===== src/rtl/irq_prio_pkg.sv =====
`timescale 1ns/1ps
package irq_prio_pkg;
  localparam int NSRC  = 5;
  localparam int SRC_W = 3;
  localparam int VEC_W = 8;
  localparam int MSK_W = 3;

  typedef enum logic [SRC_W-1:0] {
    SRC_INTR = 3'd0,
    SRC_R55  = 3'd1,
    SRC_R65  = 3'd2,
    SRC_R75  = 3'd3,
    SRC_TRAP = 3'd4
  } src_e;

  function automatic logic [VEC_W-1:0] vec_of(logic [SRC_W-1:0] s);
    case (s)
      SRC_TRAP: vec_of = 8'h24;
      SRC_R75:  vec_of = 8'h3C;
      SRC_R65:  vec_of = 8'h34;
      SRC_R55:  vec_of = 8'h2C;
      default:  vec_of = 8'h00;
    endcase
  endfunction
endpackage


===== src/rtl/irq_sync.sv =====
`timescale 1ns/1ps
module irq_sync #(
  parameter int W      = 5,
  parameter int STAGES = 2
) (
  input  logic         clk_i,
  input  logic         rst_ni,
  input  logic [W-1:0] d_i,
  output logic [W-1:0] q_o
);
  logic [W-1:0] stg [STAGES];

  for (genvar g = 0; g < STAGES; g++) begin : g_stage
    if (g == 0) begin : g_first
      always_ff @(posedge clk_i or negedge rst_ni)
        if (!rst_ni) stg[g] <= '0;
        else         stg[g] <= d_i;
    end else begin : g_next
      always_ff @(posedge clk_i or negedge rst_ni)
        if (!rst_ni) stg[g] <= '0;
        else         stg[g] <= stg[g-1];
    end
  end

  assign q_o = stg[STAGES-1];
endmodule


===== src/rtl/irq_edge_latch.sv =====
`timescale 1ns/1ps
module irq_edge_latch #(
  parameter bit QUALIFY = 1'b0  // 1: drop when level falls
) (
  input  logic clk_i,
  input  logic rst_ni,
  input  logic lvl_i,
  input  logic clr_i,
  output logic q_o
);
  logic prev_q, lat_q, rise;

  assign rise = lvl_i & ~prev_q;

  always_ff @(posedge clk_i or negedge rst_ni)
    if (!rst_ni) prev_q <= 1'b0;
    else         prev_q <= lvl_i;

  // set wins so a fresh edge is never lost
  always_ff @(posedge clk_i or negedge rst_ni)
    if (!rst_ni)                 lat_q <= 1'b0;
    else if (rise)               lat_q <= 1'b1;
    else if (clr_i)              lat_q <= 1'b0;
    else if (QUALIFY && !lvl_i)  lat_q <= 1'b0;

  assign q_o = lat_q;


  rise_sets_chk: assert property (@(posedge clk_i) disable iff (!rst_ni)
    rise |=> q_o);

  if (QUALIFY) begin : g_qual_chk

    drop_clears_chk: assert property (@(posedge clk_i) disable iff (!rst_ni)
      !lvl_i |=> !q_o);
  end
endmodule


===== src/rtl/irq_arb.sv =====
`timescale 1ns/1ps
module irq_arb #(
  parameter int N     = 5,
  localparam int IDX_W = $clog2(N)
) (
  input  logic [N-1:0]     req_i,  // higher index wins
  output logic             any_o,
  output logic [IDX_W-1:0] idx_o
);
  always_comb begin
    idx_o = '0;
    for (int i = 0; i < N; i++)
      if (req_i[i]) idx_o = IDX_W'(i);
  end

  assign any_o = |req_i;
endmodule


===== src/rtl/irq_prio_ctrl.sv =====
`timescale 1ns/1ps
module irq_prio_ctrl
  import irq_prio_pkg::*;
#(
  parameter int SYNC_STAGES = 2
) (
  input  logic             clk_i,
  input  logic             rst_ni,
  input  logic             trap_i,
  input  logic             rst75_i,
  input  logic             rst65_i,
  input  logic             rst55_i,
  input  logic             intr_i,
  input  logic             boundary_i,
  input  logic             ei_i,
  input  logic             di_i,
  input  logic             msk_we_i,
  input  logic [MSK_W-1:0] msk_i,
  input  logic             clr75_i,
  input  logic             ack_i,
  output logic             irq_req_o,
  output logic [SRC_W-1:0] irq_src_o,
  output logic [VEC_W-1:0] vec_o,
  output logic             ext_vec_o,
  output logic [6:0]       status_o
);
  localparam int IDX_W = $clog2(NSRC);

  logic [NSRC-1:0]  s;
  logic             trap_lat, r75_lat;
  logic             ie_q;
  logic [MSK_W-1:0] mask_q;
  logic [NSRC-1:0]  req_vec;
  logic             any;
  logic [IDX_W-1:0] idx;
  logic             req_q, ext_q;
  logic [SRC_W-1:0] src_q;
  logic [VEC_W-1:0] vec_q;
  logic             ack_take, ack_trap, ack_r75;

  irq_sync #(.W(NSRC), .STAGES(SYNC_STAGES)) i_sync (
    .clk_i (clk_i),
    .rst_ni(rst_ni),
    .d_i   ({trap_i, rst75_i, rst65_i, rst55_i, intr_i}),
    .q_o   (s)
  );

  assign ack_take = ack_i & req_q;
  assign ack_trap = ack_take & (src_q == SRC_TRAP);
  assign ack_r75  = ack_take & (src_q == SRC_R75);

  irq_edge_latch #(.QUALIFY(1'b1)) i_trap_lat (
    .clk_i (clk_i),
    .rst_ni(rst_ni),
    .lvl_i (s[SRC_TRAP]),
    .clr_i (ack_trap),
    .q_o   (trap_lat)
  );

  irq_edge_latch #(.QUALIFY(1'b0)) i_r75_lat (
    .clk_i (clk_i),
    .rst_ni(rst_ni),
    .lvl_i (s[SRC_R75]),
    .clr_i (ack_r75 | clr75_i),
    .q_o   (r75_lat)
  );

  always_ff @(posedge clk_i or negedge rst_ni)
    if (!rst_ni)                                ie_q <= 1'b0;
    else if (ack_take && src_q != SRC_TRAP)     ie_q <= 1'b0;
    else if (di_i)                              ie_q <= 1'b0;
    else if (ei_i)                              ie_q <= 1'b1;

  always_ff @(posedge clk_i or negedge rst_ni)
    if (!rst_ni)       mask_q <= '1;
    else if (msk_we_i) mask_q <= msk_i;

  assign req_vec[SRC_TRAP] = trap_lat & s[SRC_TRAP];
  assign req_vec[SRC_R75]  = r75_lat  & ~mask_q[2] & ie_q;
  assign req_vec[SRC_R65]  = s[SRC_R65] & ~mask_q[1] & ie_q;
  assign req_vec[SRC_R55]  = s[SRC_R55] & ~mask_q[0] & ie_q;
  assign req_vec[SRC_INTR] = s[SRC_INTR] & ie_q;

  irq_arb #(.N(NSRC)) i_arb (
    .req_i(req_vec),
    .any_o(any),
    .idx_o(idx)
  );

  always_ff @(posedge clk_i or negedge rst_ni)
    if (!rst_ni) begin
      req_q <= 1'b0;
      src_q <= '0;
      vec_q <= '0;
      ext_q <= 1'b0;
    end else if (ack_i) begin
      req_q <= 1'b0;
      src_q <= '0;
      vec_q <= '0;
      ext_q <= 1'b0;
    end else if (boundary_i) begin
      req_q <= any;
      src_q <= any ? SRC_W'(idx) : '0;
      vec_q <= any ? vec_of(SRC_W'(idx)) : '0;
      ext_q <= any && (SRC_W'(idx) == SRC_INTR);
    end

  assign irq_req_o = req_q;
  assign irq_src_o = src_q;
  assign vec_o     = vec_q;
  assign ext_vec_o = ext_q;
  assign status_o  = {r75_lat, s[SRC_R65], s[SRC_R55], ie_q, mask_q};


  ack_drop_chk: assert property (@(posedge clk_i) disable iff (!rst_ni)
    ack_i |=> !irq_req_o);


  hold_chk: assert property (@(posedge clk_i) disable iff (!rst_ni)
    (!boundary_i && !ack_i) |=> $stable({irq_req_o, irq_src_o, vec_o, ext_vec_o}));


  ie_clear_chk: assert property (@(posedge clk_i) disable iff (!rst_ni)
    (ack_i && irq_req_o && irq_src_o != SRC_TRAP) |=> !status_o[3]);


  mask_hold_chk: assert property (@(posedge clk_i) disable iff (!rst_ni)
    !msk_we_i |=> $stable(status_o[2:0]));


  trap_win_chk: assert property (@(posedge clk_i) disable iff (!rst_ni)
    (boundary_i && !ack_i && trap_lat && s[SRC_TRAP]) |=>
      (irq_req_o && irq_src_o == SRC_TRAP && vec_o == 8'h24));


  ext_vec_chk: assert property (@(posedge clk_i) disable iff (!rst_ni)
    ext_vec_o |-> (irq_req_o && irq_src_o == SRC_INTR && vec_o == 8'h00));
endmodule


===== config.mk =====
export PLATFORM = sky130hd
export DESIGN_NAME = irq_prio_ctrl
export DESIGN_NICKNAME = d
export VERILOG_FILES = /design/src/rtl/irq_prio_pkg.sv /design/src/rtl/irq_sync.sv /design/src/rtl/irq_edge_latch.sv /design/src/rtl/irq_arb.sv /design/src/rtl/irq_prio_ctrl.sv
export SDC_FILE = /design/constraint.sdc
export NUM_CORES = 1
export LEC_CHECK = 0
export ABC_AREA = 1
export BUFFER_PORTS_ARGS = -buffer_cell sky130_fd_sc_hd__buf_2
export CAP_MARGIN = 10
export CORE_MARGIN = 2
export CORE_UTILIZATION = 51
export CTS_CLUSTER_SIZE = 8
export DETAILED_ROUTE_END_ITERATION = 10
export GPL_TIMING_DRIVEN = 0
export PLACE_DENSITY_LB_ADDON = 0.3
export SYNTH_ARGS = -nofsm -noshare
export SYNTH_HDL_FRONTEND = slang
export SYNTH_SLANG_ARGS = --single-unit
export TNS_END_PERCENT = 100

===== constraint.sdc =====
create_clock -name clk_i -period 3.1 [get_ports clk_i]
set_input_delay 0.31 -clock clk_i [delete_from_list [all_inputs] [get_ports clk_i]]
set_output_delay 0.31 -clock clk_i [all_outputs]
set_load 0.005 [all_outputs]

==> results.md, run 1 <==
- Status: finished clean
- Relative slew slack: between 60 and 70%
- CP Max Fanout: 7
- Max_cap viols: 0
- M1 wire length: 624 microns
- Multi-input gate area: approximately 260 sq um
- Placement Setup Slack: just under 2 ns
- Via count: 749
- Final setup margin: 1.76 ns
- RD Place Congestion: 0.782
- Yosys warns: 0
- Resize count post-CTS: 0
- CTS root buffer: clkbuf_4
- Setup_tns: 0 ns
- Initial drt markers: 11
- Seq/Total Area, Yosys: 62.7%
- DRT Wirelength: about 1600 microns
- Core area: 1900 sq um
- First-pass GRT wire length: 2850 microns
- IO Count: 36
- CP max stage delay: between 0.4 and 0.5 ns
- IO buf count: 31
- Fill cell count: 158
- Layout Nets: 158
- DRC viols: 0
- CP endpoint kind: output port
- Remaining antenna violation count: 0
- GRT Total Usage: 15.8%
- CTS tree: built
- Routed len/inst: about 9.7 microns
- Via density per instance: 4.46
- Highest clock rate: 745 MHz
- Antenna violations before repair: 0
- Tmin final: 1.34 ns
- Crit path launch type: flop
- WL met3: 74 microns
- Setup-failing EPs final: 0
- Worst setup path class: flop to output port
- Top layer in use: met4
- Fin. Hold Viols: 0
- Vias in the first global route: 713
- DR pass1 iterations: 4
- Row cnt: 16
- DIE WIDTH: 48.4 microns
- GRT overflow: 0
- Measured slew at the worst slew-check pin: 0.523 ns
- Num CTS Buffers: 3
- Starting Density: 52.8%
- Final period util: 43.3%
- H-tree levels: 1
- Die Y: 48.4 microns
- Setup Skew: 0.00312 ns
- Clock-pin slew on the worst setup and hold paths: between 0.1 and 0.15 ns
- Area growth syn-to-layout: 23.7%
- Slew Limit Fails: 0
- Layout cells sized above 1: 39.0%
- CTS max path bufs: 2
- RSZ-0062 raised after global routing: false
- Most common cell after layout, fill and taps aside: buf_2
- Largest net degree at the start of global routing: 26
- Die ar.: 2340 sq um
- Clock net sink count: 25
- Most frequent cells in the layout: 31 x buf_2, 25 x nand2_1, 22 x dfrtp_1
- Pwr Density: 460 nW/um^2
- HPWL after DPL: 1300 microns
- P_leak: 0.702 nW
- Syn_area_per_cell: 9.84 sq um
- Hold/Removal Path Class: input port to flop
- Max VDD drop: 0.334 mV
- Mapped Cells: 102
- Distinct cells, synth: 20
- Worst Path Arrival: 1.03 ns
- Crit path cell chain: buf_4 -> buf_2
- FF/Latch Area: approximately 630 sq um
- Final Non-Filler Cells: ~170
- Post-Syn Area: 1000 sq um
- Clk_lat worst skew: 0.30 ns
- Met2 WL post-DR: 902 microns
- FF+latch count, synth: 25
- Critical Path Slowest Stage Cell: dfrtp_1
- Placed cell count: 163
- Required time of the critical path: 2.79 ns
- Antenna diodes: 0
==> layer usage <==
layer  global-route usage (%)  vias up
met3                     3.70        4
met4                     8.10        0
met1                     17.9      347
li1                         -      379
met5                        0        -
met2                     28.0       19
==> stage by stage <==
stage          util (%)  hold slack [ns]  area, sq um  power, mW
6_report           65.3            0.101         1240      0.571
5_1_grt            65.3           0.0684         1240      0.608
4_1_cts            65.3           0.0867         1240      0.582
3_5_place_dp       63.3            0.318         1200      0.442
3_3_place_gp       63.3            0.312         1200      0.439
2_1_floorplan         -           0.0144         1010      0.405
==> final timing paths <==
| check | from | cells past startpoint | slack [ns] | endpoint |
|---|---|---|---|---|
| setup / recovery | ie_q | 2 | 1.76 | status_o[3] |
| hold / removal | trap_i | 1 | 0.10 | i_sync.stg[9] |
| setup reg to reg | mask_q[1] | 7 | 1.97 | ext_vec_o |
| hold reg to reg | i_sync.stg[7] | 0 | 0.36 | i_sync.q_o[2] |
| max in group asynchronous | rst_ni | 2 | 2.23 | mask_q[1] |
| min in group asynchronous | rst_ni | 2 | 0.50 | i_sync.stg[7] |
==> kinds of logic after synthesis <==
| kind of cell | after synthesis | share of synthesized area [%] |
|---|---|---|
| AO/OA/AOI/OAI | 10 | 5.86 |
| buffers and inverters | 24 | 12.7 |
| flip-flops | 25 | 62.7 |
| other | 1 | 0.374 |
| AND/OR/NAND/NOR | 42 | 18.3 |
==> synthesized netlist by cell type, drive strengths merged <==
| cell type | instances | area share, % |
|---|---|---|
| nand2 | 27 | 11 |
| dfrtp | 22 | 55 |
| inv | 14 | 5.2 |
| buf | 10 | 7.5 |
| nand3 | 8 | 4.5 |
| o21ai | 6 | 3.0 |
| nor2 | 5 | 2.1 |
| dfstp | 3 | 7.9 |
| a21boi | 1 | 0.75 |
| a21oi | 1 | 0.87 |
| a31oi | 1 | 0.62 |
| conb | 1 | 0.37 |
| nand4 | 1 | 0.62 |
| nor3 | 1 | 0.50 |
| o22ai | 1 | 0.62 |
==> worst max-delay path: cells and delay by family, from the launching register on <==
family | cells | cell delay [ns]
buffers and inverters | 2 | 0.27
flip-flops | 1 | 0.46
==> power by group <==
part | internal, mW | switching (mW)
Sequential | 0.348 | 0.0117
Clock | 0.0481 | 0.0874
Combinational | 0.0368 | 0.0395
==> final cells by class <==
type,count,area share [%]
clock buffers,3,1.81
repair buffers,32,13.3
clock inverters,1,0.403
well taps,27,2.72
plain buffers,10,6.05
flip-flops and latches,25,50.7
inverters,14,4.23
multi-input cells,56,20.8
==> timing repair <==
item	in CTS	in global routing
endpoints found under the hold margin	22	0
setup buffers	0	0
hold buffers	1	0
==> registers in the layout, indices dropped and copies added (netlist names), 2 cells and up <==
register and flops:
i_sync.stg 5, i_sync.q_o 5, irq_src_o 2, mask_q 3
vec_o 3
Note: power is estimated with default switching activity, not from simulation.
==> run 2, diff against run 1 <==
--- a/config.mk
+++ b/config.mk
@@ -5,11 +5,11 @@
 export SDC_FILE = /design/constraint.sdc
 export NUM_CORES = 1
 export LEC_CHECK = 0
-export ABC_AREA = 1
+export ABC_AREA = 0
 export BUFFER_PORTS_ARGS = -buffer_cell sky130_fd_sc_hd__buf_2
 export CAP_MARGIN = 10
 export CORE_MARGIN = 2
-export CORE_UTILIZATION = 51
+export CORE_UTILIZATION = 42
 export CTS_CLUSTER_SIZE = 8
 export DETAILED_ROUTE_END_ITERATION = 10
 export GPL_TIMING_DRIVEN = 0
==> constraint.sdc (replaced) <==
create_clock -name clk_i -period 1.2 [get_ports clk_i]
set_input_delay 0.12 -clock clk_i [delete_from_list [all_inputs] [get_ports clk_i]]
set_output_delay 0.12 -clock clk_i [all_outputs]
set_load 0.005 [all_outputs]
==> run 2 against run 1 <==
Net effect: total power rose to 2.7 times the previous value; core utilization down 3.8 points; register-to-register slack worse by 1.9 ns; synthesized area down 1.2%; critical path depth unchanged; sequential share of layout area down 4.3 points; sequential power rose to 2.6 times the previous value; die area up 18%; final area up 9.6%; largest cell class unchanged.
==> results.md, run 2 <==
- Post-Syn Area: 991 sq um (-1.2%)
- Antenna violations before repair: 0 (unchanged)
- Worst setup path class: flop to output port
- GRT overflow: 0 (unchanged)
- Num CTS Buffers: 3 (unchanged)
- Most frequent cells after synthesis: 22 x dfrtp_1, 10 x buf_4, 4 x nand2_1, 4 x nand2b_1, 4 x nor2_1
- Most frequent cells in the layout: 30 x buf_2, 21 x dfrtp_1, 14 x buf_4
- Most common cell after layout, fill and taps aside: buf_2
- DRC viols: 0 (unchanged)
- Slew Limit Fails: 0 (unchanged)
- Highest clock rate: 849 MHz
- Seq/Total Area, Yosys: 63.5% (+0.79 points)
- Antenna diodes: 0 (unchanged)
- Crit path launch type: flop
- Setup-failing EPs final: 0 (unchanged)
- P_leak: 0.665 nW (-5.3%)
- Max_cap viols: 0 (unchanged)
- Core area: 2210 sq um (+16%)
- Clk_lat worst skew: 0.30 ns (about the same)
- Row cnt: 17 (+1)
- Mapped Cells: 79 (-23%)
- Via count: 733 (-2.1%)
- Measured slew at the worst slew-check pin: 0.536 ns (+0.0134 ns)
- Placed cell count: 141 (-13%)
- CTS max path bufs: 2 (unchanged)
- HPWL after DPL: 1360 microns (+4.5%)
- Main synth FF type: dfrtp_1
- Final setup margin: 0.0221 ns (-1.74 ns)
- Status: finished clean
- Relative slew slack: 64.2% (-0.89 points)
- GRT Total Usage: 15.0% (-0.85 points)
- IO Count: 36 (unchanged)
- Vias in the first global route: 688 (-3.5%)
- Clock Power Share: 23.2% (-0.5 points)
- Die Y: 52.6 microns (+8.7%)
- Layout Nets: 145 (-8.2%)
- DR pass1 iterations: 2 (-2)
- Distinct cells, synth: 28 (+40%)
- Remaining antenna violation count: 0 (unchanged)
- First-pass GRT wire length: 2950 microns (+3.4%)
- Die ar.: 2760 sq um (+18%)
- Hold/Removal Path Class: input port to flop
- Final period util: 98.2%
- Initial drt markers: 1 (-10)
- Worst Path Arrival: 1.06 ns (+0.03 ns)
- CP max stage delay: 0.56 ns (+0.10 ns)
- Hold path cells: 2 (+1)
- Comb pwr share: 15.6% (+2.2 points)
- Required time of the critical path: 1.08 ns (-1.71 ns)
- Fin. Hold Viols: 0 (unchanged)
- Tmin final: 1.18 ns
- H-tree levels: 1 (unchanged)
- CTS tree: built
- Starting Density: 44.8% (-8.0 points)
- Switching power: 361 uW (+160%)
- Top cell type's share of synthesized area: 55.6% (+0.69 points)
- Switching share of power: 23.7% (-0.57 points)
- Routed len/inst: 11.8 microns (+21%)
- Ys async rst share: 100% (unchanged)
- Largest cells by area after synthesis: dfrtp_1 56%, dfstp_2 8.0%, buf_4 7.6%
- Max VDD drop: 0.794 mV (+140%)
- Critical Path Slowest Stage Cell: dfstp_2
- Pwr Density: 1120 nW/um^2 (+140%)
- Clock net sink count: 25 (unchanged)
- Via density per instance: 4.70 (+5.4%)
- RD Place Congestion: 0.783 (+0.14%)
- Seq pwr share: 61.2% (-1.7 points)
- CP Max Fanout: 2 (-5)
- Final Non-Filler Cells: 156 (-7.1%)
- Crit path cell chain: buf_4 -> buf_6
- DIE WIDTH: 52.6 microns (+8.7%)
- Pint: 1.16 mW (+170%)
- RSZ-0062 raised after global routing: true
- CTS root buffer: clkbuf_4
- Largest net degree at the start of global routing: 26 (unchanged)
- Post-synth EDFFs: 0 (unchanged)
- DRT Wirelength: 1840 microns (+13%)
- Area growth syn-to-layout: 37.2%
- Yosys warns: 0 (unchanged)
- Syn_area_per_cell: 12.5 sq um (+28%)
- CP endpoint kind: output port
- Setup Skew: 0.00182 ns (-0.00130 ns)
- FF+latch count, synth: 25 (unchanged)
- IO buf count: 31 (unchanged)
- Placement Setup Slack: 0.0133 ns (-1.97 ns)
- Clock-pin slew on the worst setup and hold paths: 0.12 ns (about the same)
- Leading area contributor after synthesis: dfrtp_1
- Cell count of the worst reg-to-reg path: 2 (-5)
- Count leader, synth: dfrtp_1
- Layout cells sized above 1: 50.8% (+12 points)
[run 2: final cells by class]
cell class                 count  area, sq um
buffer                        11         78.8
multi-input combinational     44          320
clock buffer                   4         26.3
inverter                       2         7.51
timing repair buffer          42          262
tap                           28         35.0
sequential                    25          631
fill                         195          852
[run 2: worst paths after layout]
check                              start            end  slack [ns]
min in group asynchronous         rst_ni      irq_req_o        0.31
min                             msk_i[1]      mask_q[1]        0.04
max in group asynchronous         rst_ni           ie_q        0.51
min reg2reg                i_sync.stg[5]  i_sync.q_o[0]        0.36
max                            mask_q[0]    status_o[0]        0.02
max reg2reg                     vec_o[4]           ie_q        0.05
[run 2: worst max-delay path: cells and delay by family, from the launching register on]
family / cells / cell delay [ns]
DFF: 1 / 0.56
buffers and inverters: 2 / 0.19
[run 2: power by group through the flow]
| stage | registers, mW | clock network [mW] | logic, mW |
|---|---|---|---|
| 5_1_grt | 0.941 | 0.412 | 0.264 |
| 4_1_cts | 0.937 | 0.378 | 0.222 |
| 2_1_floorplan | 0.946 | 0 | 0.0982 |
| 3_3_place_gp | 0.949 | 0 | 0.184 |
| 6_report | 0.934 | 0.353 | 0.237 |
| 3_5_place_dp | 0.952 | 0 | 0.188 |
[run 2: stage by stage]
stage / hold slack (ns) / total power [mW] / area, sq um / util [%] / setup TNS (ns)
floorplan: -0.176 / 1.04 / 1000 / - / 0
global placement: 0.126 / 1.13 / 1190 / 53.9 / -0.0126
detailed placement: 0.132 / 1.14 / 1190 / 53.9 / 0
CTS: 0.0300 / 1.54 / 1320 / 59.7 / -0.00682
global route: 0.0272 / 1.62 / 1360 / 61.5 / -0.0616
finish: 0.0427 / 1.52 / 1360 / 61.5 / 0
[run 2: kinds of logic (layout without fill, tap and decap cells)]
group,count (synthesis),in the layout,synth area share (%)
other,1,4,0.378
DFF,25,25,63.5
and+or+nand+nor,19,19,10.1
buffers and inverters,13,59,8.71
muxes,3,3,3.41
AOI/OAI and AO/OA,18,18,13.9
[run 2: timing repair]
action,CTS,global route
hold buffers,7,0
setup buffers,2,2
endpoints found under the hold margin,28,0
gates resized for setup,3,7
pin swaps,2,3
endpoints found under the setup margin,3,10
[run 2: metal layers]
| layer | GRT usage, % | vias up | part of all wire [%] |
|---|---|---|---|
| met5 | 0 | - | 0 |
| met4 | 6.41 | 0 | 0.65 |
| met3 | 3.71 | 2 | 5.7 |
| met2 | 25.0 | 23 | 52 |
| met1 | 18.3 | 348 | 42 |
| li1 | - | 360 | - |
==> run 3, diff against run 2 <==
--- a/config.mk
+++ b/config.mk
@@ -5,11 +5,10 @@
 export SDC_FILE = /design/constraint.sdc
 export NUM_CORES = 1
 export LEC_CHECK = 0
-export ABC_AREA = 0
+export ABC_AREA = 1
 export BUFFER_PORTS_ARGS = -buffer_cell sky130_fd_sc_hd__buf_2
 export CAP_MARGIN = 10
-export CORE_MARGIN = 2
-export CORE_UTILIZATION = 42
+export CORE_UTILIZATION = 43
 export CTS_CLUSTER_SIZE = 8
 export DETAILED_ROUTE_END_ITERATION = 10
 export GPL_TIMING_DRIVEN = 0
==> run 3 against run 2 <==
Net effect: critical path depth did not move; first-iteration DRC count grew to 4.0 times the previous value; routed wire length fell by 1.5%; cell count is 15% higher; final area down 0.55%; clock skew increased by 0.0054 ns; worst hold slack gained 0.014 ns; count of clock-buffer cells in the layout down 1; critical path type unchanged.
==> results.md, run 3 (same netlist as run 1, synthesis figures left out) <==
- Worst Path Arrival: 1.03 ns (-0.03 ns)
- P_leak: 0.744 nW (+12%)
- Num CTS Buffers: 3 (unchanged)
- Max VDD drop: 0.830 mV (+4.5%)
- Most frequent cells in the layout: 31 x buf_2, 25 x nand2_1, 21 x dfrtp_1
- Measured slew at the worst slew-check pin: 0.535 ns (-0.00163 ns)
- Final period util: 95.9% (-2.3 points)
- Most common cell after layout, fill and taps aside: buf_2
- Slew Limit Fails: 0 (unchanged)
- DRT Wirelength: 1810 microns (-1.5%)
- Setup Skew: 0.00717 ns (+0.00535 ns)
- FF/Latch Area: 631 sq um (unchanged)
- Largest net degree at the start of global routing: 26 (unchanged)
- IO buf count: 31 (unchanged)
- Pwr Density: 1120 nW/um^2 (+0.38%)
- Placement Setup Slack: 0.0755 ns (+0.0622 ns)
- Crit path launch type: flop
- Via count: 781 (+6.5%)
- Routed len/inst: 10.1 microns (-14%)
- CP Max Fanout: 7 (+5)
- Area growth syn-to-layout: 34.8%
- RD Place Congestion: 0.769 (-1.9%)
- Seq pwr share: 61.3% (about the same)
- Remaining antenna violation count: 0 (unchanged)
- DRC viols: 0 (unchanged)
- CP endpoint kind: output port
- Clock net sink count: 25 (unchanged)
- Multi-input gate area: 263 sq um (-18%)
- Switching power: 379 uW (+5.0%)
- DR pass1 iterations: 2 (unchanged)
- Clock Power Share: 23.9% (+0.7 points)
- Hold/Removal Path Class: input port to flop
- Fin. Hold Viols: 0 (unchanged)
- First-pass GRT wire length: 2960 microns (+0.48%)
- RSZ-0062 raised after global routing: true
- CTS tree: built
- CTS max path bufs: 2 (unchanged)
- DIE WIDTH: 50.3 microns (-4.3%)
- Die Y: 50.3 microns (-4.3%)
- Switching share of power: 24.9% (+1.2 points)
- Via density per instance: 4.36 (-7.1%)
- HPWL after DPL: 1300 microns (-4.5%)
- Tmin final: 1.15 ns (-0.0276 ns)
- Final setup margin: 0.0497 ns (+0.0276 ns)
- GRT overflow: 0 (unchanged)
- Core area: 2210 sq um (unchanged)
- H-tree levels: 1 (unchanged)
- Vias in the first global route: 732 (+6.4%)
- Highest clock rate: 869 MHz (+2.4%)
- Layout Nets: 168 (+16%)
- IO Count: 36 (unchanged)
- Pint: 1.14 mW (-1.8%)
- Layout cells sized above 1: 38.4% (-12 points)
- Max_cap viols: 0 (unchanged)
- Relative slew slack: 64.3% (+0.11 points)
- Antenna diodes: 0 (unchanged)
- Setup-failing EPs final: 0 (unchanged)
- Pwr Total: 1.52 mW (-0.17%)
- Comb pwr share: 14.8% (-0.8 points)
- Initial drt markers: 4 (+3)
- GRT Total Usage: 16.2% (+1.2 points)
- Die ar.: 2530 sq um (-8.4%)
- Final core occ: 61.1% (-0.34 points)
- Required time of the critical path: 1.08 ns (about the same)
- Starting Density: 45.4% (+0.57 points)
- Row cnt: 17 (unchanged)
- Status: finished clean
- Antenna violations before repair: 0 (unchanged)
- CTS root buffer: clkbuf_4
- Fill cell count: 190 (-2.6%)
- Worst setup path class: flop to output port
- Clock-pin slew on the worst setup and hold paths: 0.13 ns (about the same)
- Clk_lat worst skew: 0.32 ns (+0.02 ns)
run 3: changes by cell type in the layout (fill, tap and decap cells not counted), sizes merged, moves of 3 or more:
cell / previous run / this run
nand2b: 4 / 0
inv: 2 / 14
nand3: 1 / 8
nand2: 5 / 27
dlygate4sd3: 7 / 11
mux2: 3 / 0
nor2b: 3 / 0
o21ai: 3 / 6
buf: 45 / 41
run 3: final cells by class:
cell class	count	area share (%)
Clock inverter	1	0.370
Timing Repair Buffer	42	19.6
Sequential cell	25	46.6
Inverter	14	3.89
Buffer	10	5.83
Clock buffer	3	1.67
Tap cell	28	2.59
Multi-Input combinational cell	56	19.4
run 3: worst paths after layout:
kind	start	end	slack [ns]	cells past startpoint
setup / recovery	ie_q	status_o[3]	0.05	2
hold / removal	ei_i	ie_q	0.06	3
setup reg to reg	mask_q[1]	irq_src_o[0]	0.07	7
hold reg to reg	i_sync.stg[5]	i_sync.q_o[0]	0.36	0
max in group asynchronous	rst_ni	ie_q	0.51	2
min in group asynchronous	rst_ni	i_sync.stg[6]	0.31	2
run 3: timing repair:
item | 4_1_cts | 5_1_grt
hold buffers | 11 | 0
resized for setup | 0 | 4
buffers inserted | 0 | 0
hold endpoints to repair | 31 | 0
setup endpoints to repair | 0 | 6
run 3: power groups by stage:
stage	Combinational, mW	Sequential (mW)	Clock [mW]
floorplan	0.104	0.943	0
global placement	0.192	0.944	0
detailed placement	0.196	0.947	0
CTS	0.224	0.931	0.385
global route	0.252	0.939	0.414
finish	0.226	0.932	0.364
run 3: layer usage:
layer	GRT usage (%)	wire, microns
met1	17.4	737
met2	29.3	987
met3	1.82	51
met4	11.1	31
met5	0	0
run 3: through the flow:
stage	hold WS (ns)	cell area [sq um]	setup TNS [ns]	instances
3_3_place_gp	0.121	1200	0	164
3_5_place_dp	0.127	1200	0	164
2_1_floorplan	-0.176	1010	0	105
5_1_grt	0.0440	1350	-0.000561	179
6_report	0.0572	1350	0	179
4_1_cts	0.0460	1340	0	179
run 3: critical path: stages (launching register included):
cell and delay [ns]:
dfrtp_2 0.48, buf_6 0.12, buf_2 0.11
